File: config.mk
export PLATFORM = sky130hd
export DESIGN_NAME = kbd_event_asm
export DESIGN_NICKNAME = d
export VERILOG_FILES = /design/src/rtl/kbd_event_pkg.sv /design/src/rtl/kbd_pause_skip.sv /design/src/rtl/kbd_prefix_fsm.sv /design/src/rtl/kbd_event_out.sv /design/src/rtl/kbd_event_asm.sv
export SDC_FILE = /design/constraint.sdc
export NUM_CORES = 1
export LEC_CHECK = 0
export ABC_AREA = 1
export BUFFER_PORTS_ARGS = -buffer_cell sky130_fd_sc_hd__buf_2
export CORE_AREA = 2 2 44 46
export CTS_BUF_LIST = sky130_fd_sc_hd__clkbuf_16
export DETAILED_ROUTE_END_ITERATION = 8
export DIE_AREA = 0 0 46 48
export GPL_TIMING_DRIVEN = 1
export HOLD_SLACK_MARGIN = 0.02
export PLACE_DENSITY = 0.73
export SYNTH_ARGS = -nofsm -noshare
export SYNTH_HDL_FRONTEND = slang
export SYNTH_SLANG_ARGS = --single-unit
File: constraint.sdc
create_clock -name clk -period 1.5 [get_ports clk]
set_input_delay 0.3 -clock clk [delete_from_list [all_inputs] [get_ports clk]]
set_output_delay 0.3 -clock clk [all_outputs]
set_load 0.01 [all_outputs]
File: src/rtl/kbd_event_pkg.sv
// Package kbd_event_pkg
// Purpose : shared constants and the prefix-tracking state type of the
//           key event assembler.
// Assumes : Scan Code Set 2 byte values.
package kbd_event_pkg;
    localparam int CODE_W = 8;

    localparam logic [CODE_W-1:0] BYTE_EXT   = 8'hE0;
    localparam logic [CODE_W-1:0] BYTE_REL   = 8'hF0;
    localparam logic [CODE_W-1:0] BYTE_PAUSE = 8'hE1;
    localparam logic [CODE_W-1:0] BYTE_FAKE_LSHIFT = 8'h12;
    localparam logic [CODE_W-1:0] BYTE_FAKE_RSHIFT = 8'h59;

    // Prefix state: which prefixes have been seen for the current key
    typedef enum logic [1:0] {
        PS_NONE    = 2'b00,
        PS_EXT     = 2'b01,
        PS_REL     = 2'b10,
        PS_EXT_REL = 2'b11
    } pfx_state_t;
endpackage

File: src/rtl/kbd_pause_skip.sv
// Module  : kbd_pause_skip
// Purpose : recognises the start of the PAUSE key sequence (0xE1) and
//           swallows it together with the following TAIL bytes, flagging
//           each as unsupported.
// Assumes : byte_stb is a one-cycle strobe per byte; a 0xE1 seen inside
//           the window counts as a tail byte and does not reopen it.
module kbd_pause_skip
    import kbd_event_pkg::*;
#(
    parameter int TAIL = 7
) (
    input  logic              clk,
    input  logic              rst_n,
    input  logic [CODE_W-1:0] byte_in,
    input  logic              byte_stb,
    output logic              skip_now,   // this strobe is consumed here
    output logic              pause_open  // this strobe opened a window
);
    localparam int CNT_W = $clog2(TAIL + 1);
    localparam logic [CNT_W-1:0] TAIL_LOAD = CNT_W'(TAIL);

    logic [CNT_W-1:0] remain;
    logic             in_window;

    assign in_window  = (remain != '0);
    assign pause_open = byte_stb && !in_window && (byte_in == BYTE_PAUSE);
    assign skip_now   = byte_stb && (in_window || (byte_in == BYTE_PAUSE));

    // Track how many tail bytes of the PAUSE sequence remain to be swallowed
    always_ff @(posedge clk) begin
        if (!rst_n) begin
            remain <= '0;
        end else if (pause_open) begin
            remain <= TAIL_LOAD;
        end else if (byte_stb && in_window) begin
            remain <= remain - 1'b1;
        end
    end

    // the window never holds more than the tail length
    p_window_bound_r7: assert property (@(posedge clk) disable iff (!rst_n)
        remain <= TAIL_LOAD);

    // the window only shrinks on a byte strobe
    p_window_hold_r7: assert property (@(posedge clk) disable iff (!rst_n)
        (!byte_stb && in_window) |=> $stable(remain));
endmodule

File: src/rtl/kbd_prefix_fsm.sv
// Module  : kbd_prefix_fsm
// Purpose : tracks the 0xE0 / 0xF0 prefixes of a key sequence and reports
//           a completed key (or a fake-shift code) on the final byte.
// Assumes : bytes belonging to a PAUSE window are withheld by the caller
//           (byte_stb low for them); flush drops any pending prefix.
module kbd_prefix_fsm
    import kbd_event_pkg::*;
(
    input  logic              clk,
    input  logic              rst_n,
    input  logic [CODE_W-1:0] byte_in,
    input  logic              byte_stb,
    input  logic              flush,
    output logic              key_done,   // final byte of a real key
    output logic              fake_done,  // extended fake-shift code
    output logic [CODE_W-1:0] key_code,
    output logic              key_ext,
    output logic              key_rel
);
    pfx_state_t state_q, state_d;
    logic       is_ext_b, is_rel_b, is_fake_b, final_b;

    assign is_ext_b  = (byte_in == BYTE_EXT);
    assign is_rel_b  = (byte_in == BYTE_REL);
    assign is_fake_b = (byte_in == BYTE_FAKE_LSHIFT) ||
                       (byte_in == BYTE_FAKE_RSHIFT);
    assign final_b   = byte_stb && !flush && !is_ext_b && !is_rel_b;

    assign key_ext   = state_q[0];
    assign key_rel   = state_q[1];
    assign key_code  = byte_in;
    assign fake_done = final_b && key_ext && is_fake_b;
    assign key_done  = final_b && !(key_ext && is_fake_b);

    // Next prefix state: prefixes accumulate, a final byte or flush clears
    always_comb begin
        state_d = state_q;
        if (flush) begin
            state_d = PS_NONE;
        end else if (byte_stb) begin
            if (is_ext_b) begin
                state_d = pfx_state_t'({state_q[1], 1'b1});
            end else if (is_rel_b) begin
                state_d = pfx_state_t'({1'b1, state_q[0]});
            end else begin
                state_d = PS_NONE;
            end
        end
    end

    // Prefix state register
    always_ff @(posedge clk) begin
        if (!rst_n) begin
            state_q <= PS_NONE;
        end else begin
            state_q <= state_d;
        end
    end

    // a completed key always leaves the parser with no prefix pending
    p_idle_after_key_r4: assert property (@(posedge clk) disable iff (!rst_n)
        (key_done || fake_done) |=> (state_q == PS_NONE));

    // a prefix byte sets its flag for the next byte
    p_ext_flag_set_r5: assert property (@(posedge clk) disable iff (!rst_n)
        (byte_stb && !flush && is_ext_b) |=> key_ext);
    p_rel_flag_set_r5: assert property (@(posedge clk) disable iff (!rst_n)
        (byte_stb && !flush && is_rel_b) |=> key_rel);

    // a flush leaves no prefix behind
    p_flush_clears_r7: assert property (@(posedge clk) disable iff (!rst_n)
        flush |=> (state_q == PS_NONE));
endmodule

File: src/rtl/kbd_event_out.sv
// Module  : kbd_event_out
// Purpose : registers the key event and the unsupported strobe, zeroing
//           the event fields in every cycle without an event.
// Assumes : key_done and unsup are never requested in the same cycle.
module kbd_event_out
    import kbd_event_pkg::*;
(
    input  logic              clk,
    input  logic              rst_n,
    input  logic              key_done,
    input  logic [CODE_W-1:0] key_code,
    input  logic              key_ext,
    input  logic              key_rel,
    input  logic              unsup,
    output logic              evt_valid,
    output logic [CODE_W-1:0] evt_code,
    output logic              evt_ext,
    output logic              evt_rel,
    output logic              unsup_stb
);
    // Output register: capture the event fields only with the event strobe
    always_ff @(posedge clk) begin
        if (!rst_n) begin
            evt_valid <= 1'b0;
            evt_code  <= '0;
            evt_ext   <= 1'b0;
            evt_rel   <= 1'b0;
            unsup_stb <= 1'b0;
        end else begin
            evt_valid <= key_done;
            evt_code  <= key_done ? key_code : '0;
            evt_ext   <= key_done && key_ext;
            evt_rel   <= key_done && key_rel;
            unsup_stb <= unsup;
        end
    end

    // event fields read zero whenever no event is presented
    p_quiet_fields_r6: assert property (@(posedge clk) disable iff (!rst_n)
        !evt_valid |-> (evt_code == '0 && !evt_ext && !evt_rel));

    // an unsupported byte never doubles as a key event
    p_excl_strobes_r7: assert property (@(posedge clk) disable iff (!rst_n)
        !(evt_valid && unsup_stb));
endmodule

File: src/rtl/kbd_event_asm.sv
// Module  : kbd_event_asm
// Purpose : top of the PS/2 key event assembler. Routes PAUSE bytes to
//           the skip counter, all others to the prefix tracker, and
//           registers the resulting event or unsupported strobe.
// Assumes : byte_in carries bytes already checked for framing and parity,
//           one per byte_stb pulse; strobes may come back to back.
module kbd_event_asm
    import kbd_event_pkg::*;
#(
    parameter int PAUSE_TAIL = 7
) (
    input  logic              clk,
    input  logic              rst_n,
    input  logic [CODE_W-1:0] byte_in,
    input  logic              byte_stb,
    output logic              evt_valid,
    output logic [CODE_W-1:0] evt_code,
    output logic              evt_ext,
    output logic              evt_rel,
    output logic              unsup_stb
);
    logic              skip_now, pause_open;
    logic              key_done, fake_done;
    logic [CODE_W-1:0] key_code;
    logic              key_ext, key_rel;

    kbd_pause_skip #(.TAIL(PAUSE_TAIL)) u_skip (
        .clk        (clk),
        .rst_n      (rst_n),
        .byte_in    (byte_in),
        .byte_stb   (byte_stb),
        .skip_now   (skip_now),
        .pause_open (pause_open)
    );

    kbd_prefix_fsm u_fsm (
        .clk       (clk),
        .rst_n     (rst_n),
        .byte_in   (byte_in),
        .byte_stb  (byte_stb && !skip_now),
        .flush     (pause_open),
        .key_done  (key_done),
        .fake_done (fake_done),
        .key_code  (key_code),
        .key_ext   (key_ext),
        .key_rel   (key_rel)
    );

    kbd_event_out u_out (
        .clk       (clk),
        .rst_n     (rst_n),
        .key_done  (key_done),
        .key_code  (key_code),
        .key_ext   (key_ext),
        .key_rel   (key_rel),
        .unsup     (skip_now || fake_done),
        .evt_valid (evt_valid),
        .evt_code  (evt_code),
        .evt_ext   (evt_ext),
        .evt_rel   (evt_rel),
        .unsup_stb (unsup_stb)
    );

    // without a byte strobe the next cycle is silent
    p_no_stb_silent_r9: assert property (@(posedge clk) disable iff (!rst_n)
        !byte_stb |=> (!evt_valid && !unsup_stb));

    // prefix bytes never produce an event or unsupported strobe
    p_prefix_silent_r5: assert property (@(posedge clk) disable iff (!rst_n)
        (byte_stb && !skip_now && (byte_in == BYTE_EXT || byte_in == BYTE_REL))
        |=> (!evt_valid && !unsup_stb));

    // an event carries the code byte strobed one cycle earlier
    p_code_match_r1: assert property (@(posedge clk) disable iff (!rst_n)
        evt_valid |-> (evt_code == $past(byte_in)));
endmodule

==> impl.org <==
** Run
- Max-cap violations in this run came to 0.

** Min path
- The startpoint identified for the worst hold timing path is byte_in[1].
- Min-Delay Endpoint :: u_out.evt_code[1]
- Class of the worst hold path :: input port to flop
- Along the worst hold path, the cell count comes to 3.

** Route
- The count of nets left with antenna violations once routing finished came out at 0.
- After detailed routing, the total wire length is 1.33 mm.
- Avg WL per Cell :: roughly 9 um
- After detailed routing, the number of vias per cell comes to around 4.5.
- The routed layout has slightly below 700 vias.
- In this run, the number of DRC markers left after iteration 0 of detailed routing was 5.
- DR pass1 iterations :: 4
- After detailed routing, the number of remaining DRC violations is 0.

** Place
- Timing analysis after detailed placement gives a worst setup slack of 0.105 ns.
- Buffers on Ports :: 22
- HPWL reported at the end of detailed placement :: just over 1 mm
- Post-place instance area :: ~930 um2
- At the end of routability-driven placement, the weighted congestion stood at roughly 0.83.

** Yosys
- Cell with the most instances after synthesis :: nand2_1
- Counting flops with an async set or reset pin after synthesis yields a share of 0.
- Area contributors post-synth :: dfxtp_1 (42%), nand2_1 (9.7%), nor2_2 (7.7%)
- Sequential-to-total area share from yosys stat :: 0.420
- The synthesized design spends more area on one cell type than any other, namely dfxtp_1.
- Commonest cells in the netlist :: nand2_1 (21), dfxtp_1 (17), inv_1 (15)
- Area share of the largest cell type after synthesis :: 0.420
- Counting flops and latches in the post-synthesis netlist gives 17.
- Nets in the synthesized netlist :: 119
- In this run the cell area of the synthesized design comes to a little over 800 um2.
- Synthesis produced around 110 cells.
- Yosys synthesis warning count :: 0
- Among all flip-flop cells after synthesis, the most frequent one is dfxtp_1.
- Counting flops with a built-in enable in the synthesized netlist gives 0.
- In this run, distinct cell masters in the synthesized netlist total 22.
- A synthesized cell averages about 7.6 um2.

** STA
- Final Setup Violations :: 0
- RSZ-0062 raised after global routing :: no
- The worst path in the final design needs a cycle of ~1.3 ns, including I/O delays and setup.
- Max_slew headroom :: 0.872
- Final hold slack :: 0.300 ns
- TNS Setup :: 0 ns
- In the finished design, the share of the clock period the worst path needs comes to 0.864.
- On the final layout, the worst clock skew is roughly 0.0021 ns.
- The number of max-slew violations in the final report is 0.
- Final count of hold timing violations :: 0
- For this run, the top clock speed supported by timing is a little under 800 MHz.
- Worst-Margin Slew :: approximately 0.19 ns
- The worst path meets setup with just over 0.2 ns of slack.

** Floorplanning
- The initial utilization of the core area, before any placement, comes to 0.480.
- After floorplanning, the core was sized to cover approximately 1700 um2.
- Floorplan die width :: 46 um
- The floorplan has 15 rows.
- The die covers 2210 um2.
- Die Y :: 48 um
- During I/O placement, the number of pins put on the boundary was 23.

** Worst setup path
- Category of the critical setup timing path :: flop to flop
- The setup check on the worst reg-to-reg path leaves a slack of roughly 0.2 ns.
- The number of cells on the worst reg-to-reg path is 8.
- Critical path data arrival time :: ~1.5 ns
- The worst register-to-register path ends at u_out.evt_code[3].
- STA classifies the critical path startpoint as a flop.
- In this run the worst path has a maximum fanout of 11.
- Sort of element at the end of the critical path :: flop
- Reg-to-Reg Start :: u_skip.remain[0]
- For the worst setup path, the data required time is approximately 1.7 ns.

** CTS
- The number of clock buffers added by TritonCTS is 3.
- Clock latency at the later pin of the worst-skew pair :: 0.24 ns
- Clk pin slew, worst setup/hold paths :: about 0.050 ns
- H-tree levels :: 1
- Max clock buf depth :: 2
- TritonCTS clock tree :: done
- The cell sitting at the root of the clock tree is a clkbuf_16.
- Clk sinks :: 17

** Global routing
- Maximum number of pins on one net before global-route repair :: 12
- For this run, the total global-route usage over all layers was measured as 0.143.
- The via count of the first global-routing pass is 576.
- The first global-routing pass estimated about 2.1 mm of wire.
- Initial antenna violation count :: 0
- Global routing finished with a remaining overflow of 0.

** Power and ir drop
- The analysis attributes to cell leakage a power of between 0.5 and 0.6 nW.
- Total power density per cell area :: roughly 1600 nW/um2
- The worst-case IR drop observed on VDD is 0.000745 V.

** Cells and area
- Once layout is done, the placed cells without fillers occupy about 1000 um2.
- # nets final :: 145
- Of the cells placed in the final design, the portion with a size suffix greater than 1 is 0.405.
- Compared with the post-synthesis result, the final layout area differs by 25.2%.
- Count of inserted antenna diode cells :: 0

** Status
- The run finished with clean final reports.
## cell type report
class	count	area (um2)
well taps	17	21.3
clock inverters	1	3.75
multi-input cells	64	373
clock buffers	3	75.1
repair buffers	22	110
fillers	150	674
flip-flops and latches	17	340
inverters	24	91.3
## flip-flops by register name, indices dropped and copies added, names as in the netlist
signal and cells:
u_out.evt_code 8, u_skip.remain 3, u_fsm.state_q 2, u_out.evt_ext 1, u_out.evt_rel 1, u_out.evt_valid 1
u_out.unsup_stb 1
## what timing repair did
action / 4_1_cts / 5_1_grt
setup buffers: 0 / 0
gates resized for setup: 0 / 1
hold buffers: 0 / 0
setup endpoints to repair: 0 / 6
## how the worst max path moves through the flow
| stage | startpoint | endpoint | slack, ns | cells past startpoint |
|---|---|---|---|---|
| 4_1_cts | u_skip.remain[0] | u_out.evt_code[0] | 0.10 | 8 |
| 3_3_place_gp | byte_in[1] | u_out.evt_code[3] | 0.12 | 9 |
| 5_1_grt | u_skip.remain[0] | u_out.evt_code[4] | 0.08 | 8 |
| 2_1_floorplan | u_skip.remain[0] | u_out.evt_code[1] | 0.27 | 9 |
| 6_report | u_skip.remain[0] | u_out.evt_code[3] | 0.20 | 8 |
| 3_5_place_dp | byte_in[0] | u_out.evt_code[3] | 0.11 | 9 |
## cells by family (layout without fill, tap and decap cells)
family / count (synthesis) / after routing / share of synthesized area
buffers and inverters: 25 / 50 / 0.127
xor gates and xnor gates: 1 / 1 / 0.0108
adders and majority gates: 2 / 2 / 0.0309
and+or+nand+nor: 56 / 56 / 0.372
DFF: 17 / 17 / 0.420
AOI/OAI and AO/OA: 5 / 5 / 0.0401
## cells in the final DEF, fill, tap and decap left out, drive strengths merged
master  instances
nand2          27
inv            24
buf            22
nor2           22
dfxtp          17
nand3           6
clkbuf          3
ha              2
o21ai           2
clkinv          1
a21boi          1
o21bai          1
xnor2           1
o211ai          1
nand4           1
## worst max-delay path, cell delays in order, from the launching register on
cell	delay, ns
dfxtp_1	0.30
inv_1	0.08
ha_1	0.16
nand2_2	0.10
nor2_8	0.13
nand3_4	0.10
nor2_4	0.12
nand2_4	0.13
nor2_1	0.10
## per-layer routing
layer / part of all wire / global-route usage
met1: 0.42 / 0.146
met2: 0.50 / 0.250
met3: 0.058 / 0.0377
met4: 0.027 / 0.103
met5: 0 / 0
## through the flow
step	util	total power, mW	instances
after floorplan	-	0.996	106
after global placement	0.551	1.08	144
after detailed placement	0.551	1.10	144
after CTS	0.598	1.62	148
after global routing	0.601	1.72	148
final	0.601	1.60	148
## power breakdown
part	switching [mW]	total [mW]	leakage, nW	internal, mW
Sequential	0.0268	0.568	0.139	0.542
Clock	0.159	0.512	0.0423	0.353
Combinational	0.314	0.522	0.409	0.209
Note: power is estimated with default switching activity, not from simulation.
